[src/rtl/hbs_pkg.sv]
// Shared definitions for the unipolar bridge sequencer.
// Assumes gate index order: 0 top A, 1 bottom A, 2 top B, 3 bottom B.
package hbs_pkg;

    localparam int NUM_LEGS  = 2;
    localparam int NUM_GATES = 2 * NUM_LEGS;

    // Gate slots in the command vector
    localparam int G_HI_A = 0;
    localparam int G_LO_A = 1;
    localparam int G_HI_B = 2;
    localparam int G_LO_B = 3;

    // One leg of the bridge
    typedef struct packed {
        logic hi;
        logic lo;
    } leg_t;

endpackage

[src/rtl/hbs_period_timer.sv]
// Switching period counter.
// Counts 0 .. period_cycles-1 while enabled and flags count zero as the
// first clock of a period. Assumes period_cycles >= 2 and that it only
// changes while the block is disabled.
module hbs_period_timer #(
    parameter int PERIOD_W = 16
) (
    input  logic                clk,
    input  logic                rst_n,
    input  logic                enable,
    input  logic [PERIOD_W-1:0] period_cycles,
    output logic [PERIOD_W-1:0] cnt,
    output logic                period_start
);

    logic [PERIOD_W-1:0] last_idx;

    // Index of the final clock of a period
    always_comb last_idx = period_cycles - 1'b1;

    // First clock of a period, only while running
    always_comb period_start = enable && (cnt == '0);

    // Free-running period count, parked at zero while disabled
    always_ff @(posedge clk) begin
        if (!rst_n || !enable) begin
            cnt <= '0;
        end else if (cnt >= last_idx) begin
            cnt <= '0;
        end else begin
            cnt <= cnt + 1'b1;
        end
    end

endmodule

[src/rtl/hbs_polarity_tracker.sv]
// Applied half-cycle polarity and zero-crossing trip blanking.
// The requested polarity is taken only at a period start. When that
// changes the applied value, a blank counter is loaded and trips are
// ignored until it has run down. Resets to positive polarity.
module hbs_polarity_tracker #(
    parameter int BLANK_W = 16
) (
    input  logic               clk,
    input  logic               rst_n,
    input  logic               period_start,
    input  logic               polarity,
    input  logic [BLANK_W-1:0] blank_cycles,
    output logic               pol_act,
    output logic               blanked
);

    logic [BLANK_W-1:0] blank_cnt;
    logic               pol_flip;

    // A period edge that brings a new polarity
    always_comb pol_flip = period_start && (polarity != pol_act);

    // Blanking is active while the counter is non-zero
    always_comb blanked = (blank_cnt != '0);

    // Applied polarity register, updated on period edges only
    always_ff @(posedge clk) begin
        if (!rst_n) begin
            pol_act <= 1'b1;
        end else if (period_start) begin
            pol_act <= polarity;
        end
    end

    // Blank window: load on a polarity change, then count down to zero
    always_ff @(posedge clk) begin
        if (!rst_n) begin
            blank_cnt <= '0;
        end else if (pol_flip) begin
            blank_cnt <= blank_cycles;
        end else if (blanked) begin
            blank_cnt <= blank_cnt - 1'b1;
        end
    end

endmodule

[src/rtl/hbs_trip_latch.sv]
// Cycle-by-cycle trip latch with peak or valley sense.
// Positive polarity trips on a high comparator (peak); negative polarity
// trips on a low comparator (valley). Cleared at each period start, set by
// an unblanked trip, held set while disabled.
module hbs_trip_latch (
    input  logic clk,
    input  logic rst_n,
    input  logic enable,
    input  logic period_start,
    input  logic pol_act,
    input  logic blanked,
    input  logic cmp_above,
    output logic tripped
);

    logic trip_hit;

    // Peak sense in the positive half, valley sense in the negative half
    always_comb trip_hit = (pol_act ? cmp_above : !cmp_above) && !blanked;

    // Latch: set dominant within a period, cleared at its start
    always_ff @(posedge clk) begin
        if (!rst_n || !enable) begin
            tripped <= 1'b1;
        end else if (period_start) begin
            tripped <= 1'b0;
        end else if (trip_hit) begin
            tripped <= 1'b1;
        end
    end

endmodule

[src/rtl/hbs_dead_time.sv]
// Turn-on delay for one gate.
// The gate rises after its command is sampled high on dead_cycles+1
// consecutive edges and falls on the first edge it is sampled low.
// Assumes dead_cycles is only changed while the command is low.
module hbs_dead_time #(
    parameter int DT_W = 8
) (
    input  logic            clk,
    input  logic            rst_n,
    input  logic            cmd,
    input  logic [DT_W-1:0] dead_cycles,
    output logic            gate
);

    logic [DT_W-1:0] run;

    // Count held-high edges; release the gate once the delay is met
    always_ff @(posedge clk) begin
        if (!rst_n || !cmd) begin
            run  <= '0;
            gate <= 1'b0;
        end else if (run >= dead_cycles) begin
            gate <= 1'b1;
        end else begin
            run <= run + 1'b1;
        end
    end

endmodule

[src/rtl/hbridge_unipolar_seq.sv]
// Unipolar H-bridge gate sequencer.
// Decides which leg modulates from the applied polarity, confines trip
// action to the modulating top switch, keeps the opposite bottom switch on
// for the half-cycle, delays every turn-on by the dead time and interlocks
// each leg. All gates are off in reset and while disabled.
module hbridge_unipolar_seq
    import hbs_pkg::*;
#(
    parameter int PERIOD_W = 16,
    parameter int DT_W     = 8,
    parameter int BLANK_W  = 16
) (
    input  logic                clk,
    input  logic                rst_n,
    input  logic                enable,
    input  logic                polarity,
    input  logic                cmp_above,
    input  logic [PERIOD_W-1:0] period_cycles,
    input  logic [DT_W-1:0]     dead_cycles,
    input  logic [BLANK_W-1:0]  blank_cycles,
    output logic                gate_hi_a,
    output logic                gate_lo_a,
    output logic                gate_hi_b,
    output logic                gate_lo_b
);

    logic [PERIOD_W-1:0]  tmr_cnt;
    logic                 period_start;
    logic                 pol_act;
    logic                 blanked;
    logic                 tripped;
    logic [NUM_GATES-1:0] cmd;
    logic [NUM_GATES-1:0] delayed;
    leg_t [NUM_LEGS-1:0]  leg_out;

    hbs_period_timer #(.PERIOD_W(PERIOD_W)) u_timer (
        .clk           (clk),
        .rst_n         (rst_n),
        .enable        (enable),
        .period_cycles (period_cycles),
        .cnt           (tmr_cnt),
        .period_start  (period_start)
    );

    hbs_polarity_tracker #(.BLANK_W(BLANK_W)) u_pol (
        .clk          (clk),
        .rst_n        (rst_n),
        .period_start (period_start),
        .polarity     (polarity),
        .blank_cycles (blank_cycles),
        .pol_act      (pol_act),
        .blanked      (blanked)
    );

    hbs_trip_latch u_trip (
        .clk          (clk),
        .rst_n        (rst_n),
        .enable       (enable),
        .period_start (period_start),
        .pol_act      (pol_act),
        .blanked      (blanked),
        .cmp_above    (cmp_above),
        .tripped      (tripped)
    );

    // Switching pattern: one modulating top, the diagonal bottom held on
    always_comb begin
        cmd         = '0;
        cmd[G_HI_A] = enable &&  pol_act && !tripped;
        cmd[G_LO_A] = enable && !pol_act;
        cmd[G_HI_B] = enable && !pol_act && !tripped;
        cmd[G_LO_B] = enable &&  pol_act;
    end

    // One turn-on delay per gate
    for (genvar g = 0; g < NUM_GATES; g++) begin : g_dead
        hbs_dead_time #(.DT_W(DT_W)) u_dt (
            .clk         (clk),
            .rst_n       (rst_n),
            .cmd         (cmd[g]),
            .dead_cycles (dead_cycles),
            .gate        (delayed[g])
        );
    end

    // Per-leg interlock: an overlap drives both switches of the leg off
    for (genvar l = 0; l < NUM_LEGS; l++) begin : g_leg
        logic clash;
        always_comb clash = delayed[2*l] && delayed[2*l+1];
        always_comb begin
            leg_out[l].hi = delayed[2*l]   && !clash;
            leg_out[l].lo = delayed[2*l+1] && !clash;
        end
    end

    // Port mapping of the interlocked gates
    always_comb begin
        gate_hi_a = leg_out[0].hi;
        gate_lo_a = leg_out[0].lo;
        gate_hi_b = leg_out[1].hi;
        gate_lo_b = leg_out[1].lo;
    end

endmodule

[config.mk]
export PLATFORM = sky130hd
export DESIGN_NAME = hbridge_unipolar_seq
export DESIGN_NICKNAME = d
export VERILOG_FILES = /design/src/rtl/hbs_pkg.sv /design/src/rtl/hbs_period_timer.sv /design/src/rtl/hbs_polarity_tracker.sv /design/src/rtl/hbs_trip_latch.sv /design/src/rtl/hbs_dead_time.sv /design/src/rtl/hbridge_unipolar_seq.sv
export SDC_FILE = /design/constraint.sdc
export NUM_CORES = 1
export LEC_CHECK = 0
export BUFFER_PORTS_ARGS = -buffer_cell sky130_fd_sc_hd__buf_2
export CELL_PAD_IN_SITES_DETAIL_PLACEMENT = 0
export CELL_PAD_IN_SITES_GLOBAL_PLACEMENT = 1
export CORE_ASPECT_RATIO = 0.5
export CORE_UTILIZATION = 45
export DETAILED_ROUTE_END_ITERATION = 8
export PLACE_DENSITY_LB_ADDON = 0.1
export RECOVER_POWER = 50
export SETUP_SLACK_MARGIN = 0.3
export SYNTH_ARGS = -nofsm -noshare
export SYNTH_HDL_FRONTEND = slang
export SYNTH_SLANG_ARGS = --single-unit
[constraint.sdc]
create_clock -name clk -period 4 [get_ports clk]
set_clock_uncertainty 0.2 [all_clocks]
set_input_delay 0.6 -clock clk [delete_from_list [all_inputs] [get_ports clk]]
set_output_delay 0.6 -clock clk [all_outputs]
set_load 0.05 [all_outputs]
==> impl_metrics.ini <==
[run_status]
outcome = finished clean

[yosys]
ys_seq_elements = 70
syn-num-nets = 682
ys_types = 47
synthArstFlopShare = 0
syn_area_um2 = 4750
ys.flop_type = dfxtp_1
ys_seq_area_frac = 0.295
synthCells = 581
synth-edff-count = 0
synthesis.area_per_instance_um2 = 8.17
synth_warnings = 0

[final_layout]
final_common_cell = dfxtp_1
drive_above_1_share = 0.107
fin_util = 0.531
regArea_um2 = 1400
final_area_um2 = 5420
layout.nets = 730
multi_input_area_um2 = 3170
fillers = 1051
n_antenna_cell = 0
final_cell_mix = dfxtp_1, a21oi_1, ha_1
syn_to_final_growth_pct = 14.2

[sta]
relSlewSlack = 0.473
setup_viol = 0
drv_slew = 0
period_minus_slack_ns = 3.47
fmax_ghz = 0.288
fin_tns_setup_ns = 0
hold_viol = 0
fin_crit_sh = 0.867
tightest_slew_ns = 0.783
grt_setup_unrepaired = false

[global_routing]
grt_usage = 0.208
grt_pass1_wl_um = 18200
grt-ovfl-total = 0
grt_pass1_vias = 3707
antenna_found_initial = 0
grt_max_degree = 26

[routing]
viasPerCell = 5.54
wl_um = 11000
vias = 4288
firstDrtPassIters = 6
routedWlPerCell_um = 14.2
detail_route.iter0.violations = 164
drc = 0
ant_nets = 0

[power]
ir_drop_mv = 0.358
powerDensity_nw_per_um2 = 410
finalPower_mw = 2.22
p_leak_nw = 2.19

[cts]
cts_buffers = 9
clkSinkCount = 70
insertion_delay_ns = 0.33
root_buffer = clkbuf_16
cts_resized = 0
cts.path.max_buffers = 2
post_cts_buffers = 0
hold_buffers = 0
cts_tree = built
path_clk_slew_ns = 0.06
h-tree-depth = 3

[floorplanning]
initial_utilization = 0.465
die_width_um = 147
fp.dieH_um = 74.6
dieArea_um2 = 11000
boundaryPins = 49
num_rows = 26
design.core.area_um2 = 10200

[hold_path]
worstHoldPathType = flop to flop

[placement]
place_area_um2 = 5140
dp_hpwl_um = 8130
place.gp.congestion = 0.816
numPortBuffers = 48

[critical_path]
worstSetupPathType = input pin to flop
worstPathArrival_ns = 3.52
cp_max_fo = 16
cp-end-kind = flop
cp.required_ns = 4.05
start_kind = input pin

[run]
cap_violations = 0
==> routing by layer <==
layer | vias to the layer above | global-route usage | share of wire
met5 | - | 0 | 0
met4 | 0 | 0.0573 | 0.0071
met3 | 11 | 0.0412 | 0.032
met2 | 55 | 0.326 | 0.42
met1 | 1969 | 0.294 | 0.54
li1 | 2253 | - | -
==> metrics by stage <==
stage / hold WS (ns) / instances / setup slack (ns)
2_1_floorplan: 0.249 / 581 / 0.485
4_1_cts: 0.288 / 774 / 0.509
5_1_grt: 0.294 / 774 / 0.323
3_3_place_gp: 0.270 / 758 / 0.288
3_5_place_dp: 0.279 / 758 / 0.177
6_report: 0.280 / 774 / 0.534
==> path summary, 6_finish.rpt <==
check	start	end	slack, ns	depth (start not counted)
max	period_cycles[2]	u_timer.cnt[1]	0.53	11
min	g_dead[3].u_dt.run[7]	g_dead[3].u_dt.run[7]	0.28	2
max reg2reg	u_timer.cnt[0]	u_pol.blank_cnt[4]	1.51	7
min reg2reg	g_dead[3].u_dt.run[7]	g_dead[3].u_dt.run[7]	0.28	2
==> synthesized netlist by cell type (4+ instances only) <==
cell type | n | share of area
or3_1 | 21 | 0.028
nor4_1 | 12 | 0.016
xnor2_1 | 20 | 0.037
clkbuf_1 | 16 | 0.013
a211oi_1 | 5 | 0.0079
o21ai_0 | 45 | 0.047
xor2_1 | 16 | 0.030
nand2_1 | 30 | 0.024
or4_1 | 10 | 0.016
nor3_1 | 17 | 0.018
o211ai_1 | 4 | 0.0063
nor2b_1 | 9 | 0.012
nand3b_1 | 4 | 0.0063
a21o_1 | 8 | 0.013
and2_1 | 4 | 0.0053
o31ai_1 | 9 | 0.014
a221oi_1 | 4 | 0.0074
dfxtp_1 | 70 | 0.30
nor2_1 | 33 | 0.026
a21oi_1 | 57 | 0.060
nand4_1 | 19 | 0.025
inv_1 | 29 | 0.023
nand2b_1 | 6 | 0.0079
and3_1 | 11 | 0.014
and4_1 | 4 | 0.0074
ha_1 | 56 | 0.15
o21a_1 | 7 | 0.011
nand3_1 | 25 | 0.026
==> flip-flops by register name (all words and copies together) (netlist names) <==
signal and cells:
g_dead.u_dt.run 32, u_pol.blank_cnt 16, u_timer.cnt 16, g_dead.u_dt.gate 4, u_pol.pol_act 1, u_trip.tripped 1
==> cell type report <==
cell class,instances,area share
clock inverters,3,0.00785
repair buffers,54,0.0489
inverters,29,0.0201
multi-input cells,465,0.584
flip-flops and latches,70,0.259
well taps,140,0.0323
clock buffers,13,0.0480
==> worst max-delay path: stages <==
cell and delay [ns]:
buf_2 0.13, or2_1 0.22, or4_4 0.42, or3_1 0.46
nor4_4 0.26, xnor2_1 0.17, ha_1 0.28, a21o_1 0.18
o221ai_1 0.17, nand2_1 0.35, a21boi_0 0.27
==> where the power goes <==
group	internal (mW)	switching (mW)	total (mW)
registers	0.766	0.0870	0.853
logic	0.239	0.314	0.553
clock network	0.516	0.302	0.819
==> kinds of logic (layout without fill, tap and decap cells) <==
kind of cell / after synthesis / after routing / synth area share
AOI/OAI and AO/OA: 151 / 151 / 0.187
xor gates and xnor gates: 36 / 36 / 0.0664
muxes: 3 / 3 / 0.00632
adders and majority gates: 56 / 56 / 0.148
buffers and inverters: 46 / 99 / 0.0379
DFF: 70 / 70 / 0.295
and+or+nand+nor: 219 / 219 / 0.259
Note: power is estimated with default switching activity, not from simulation.
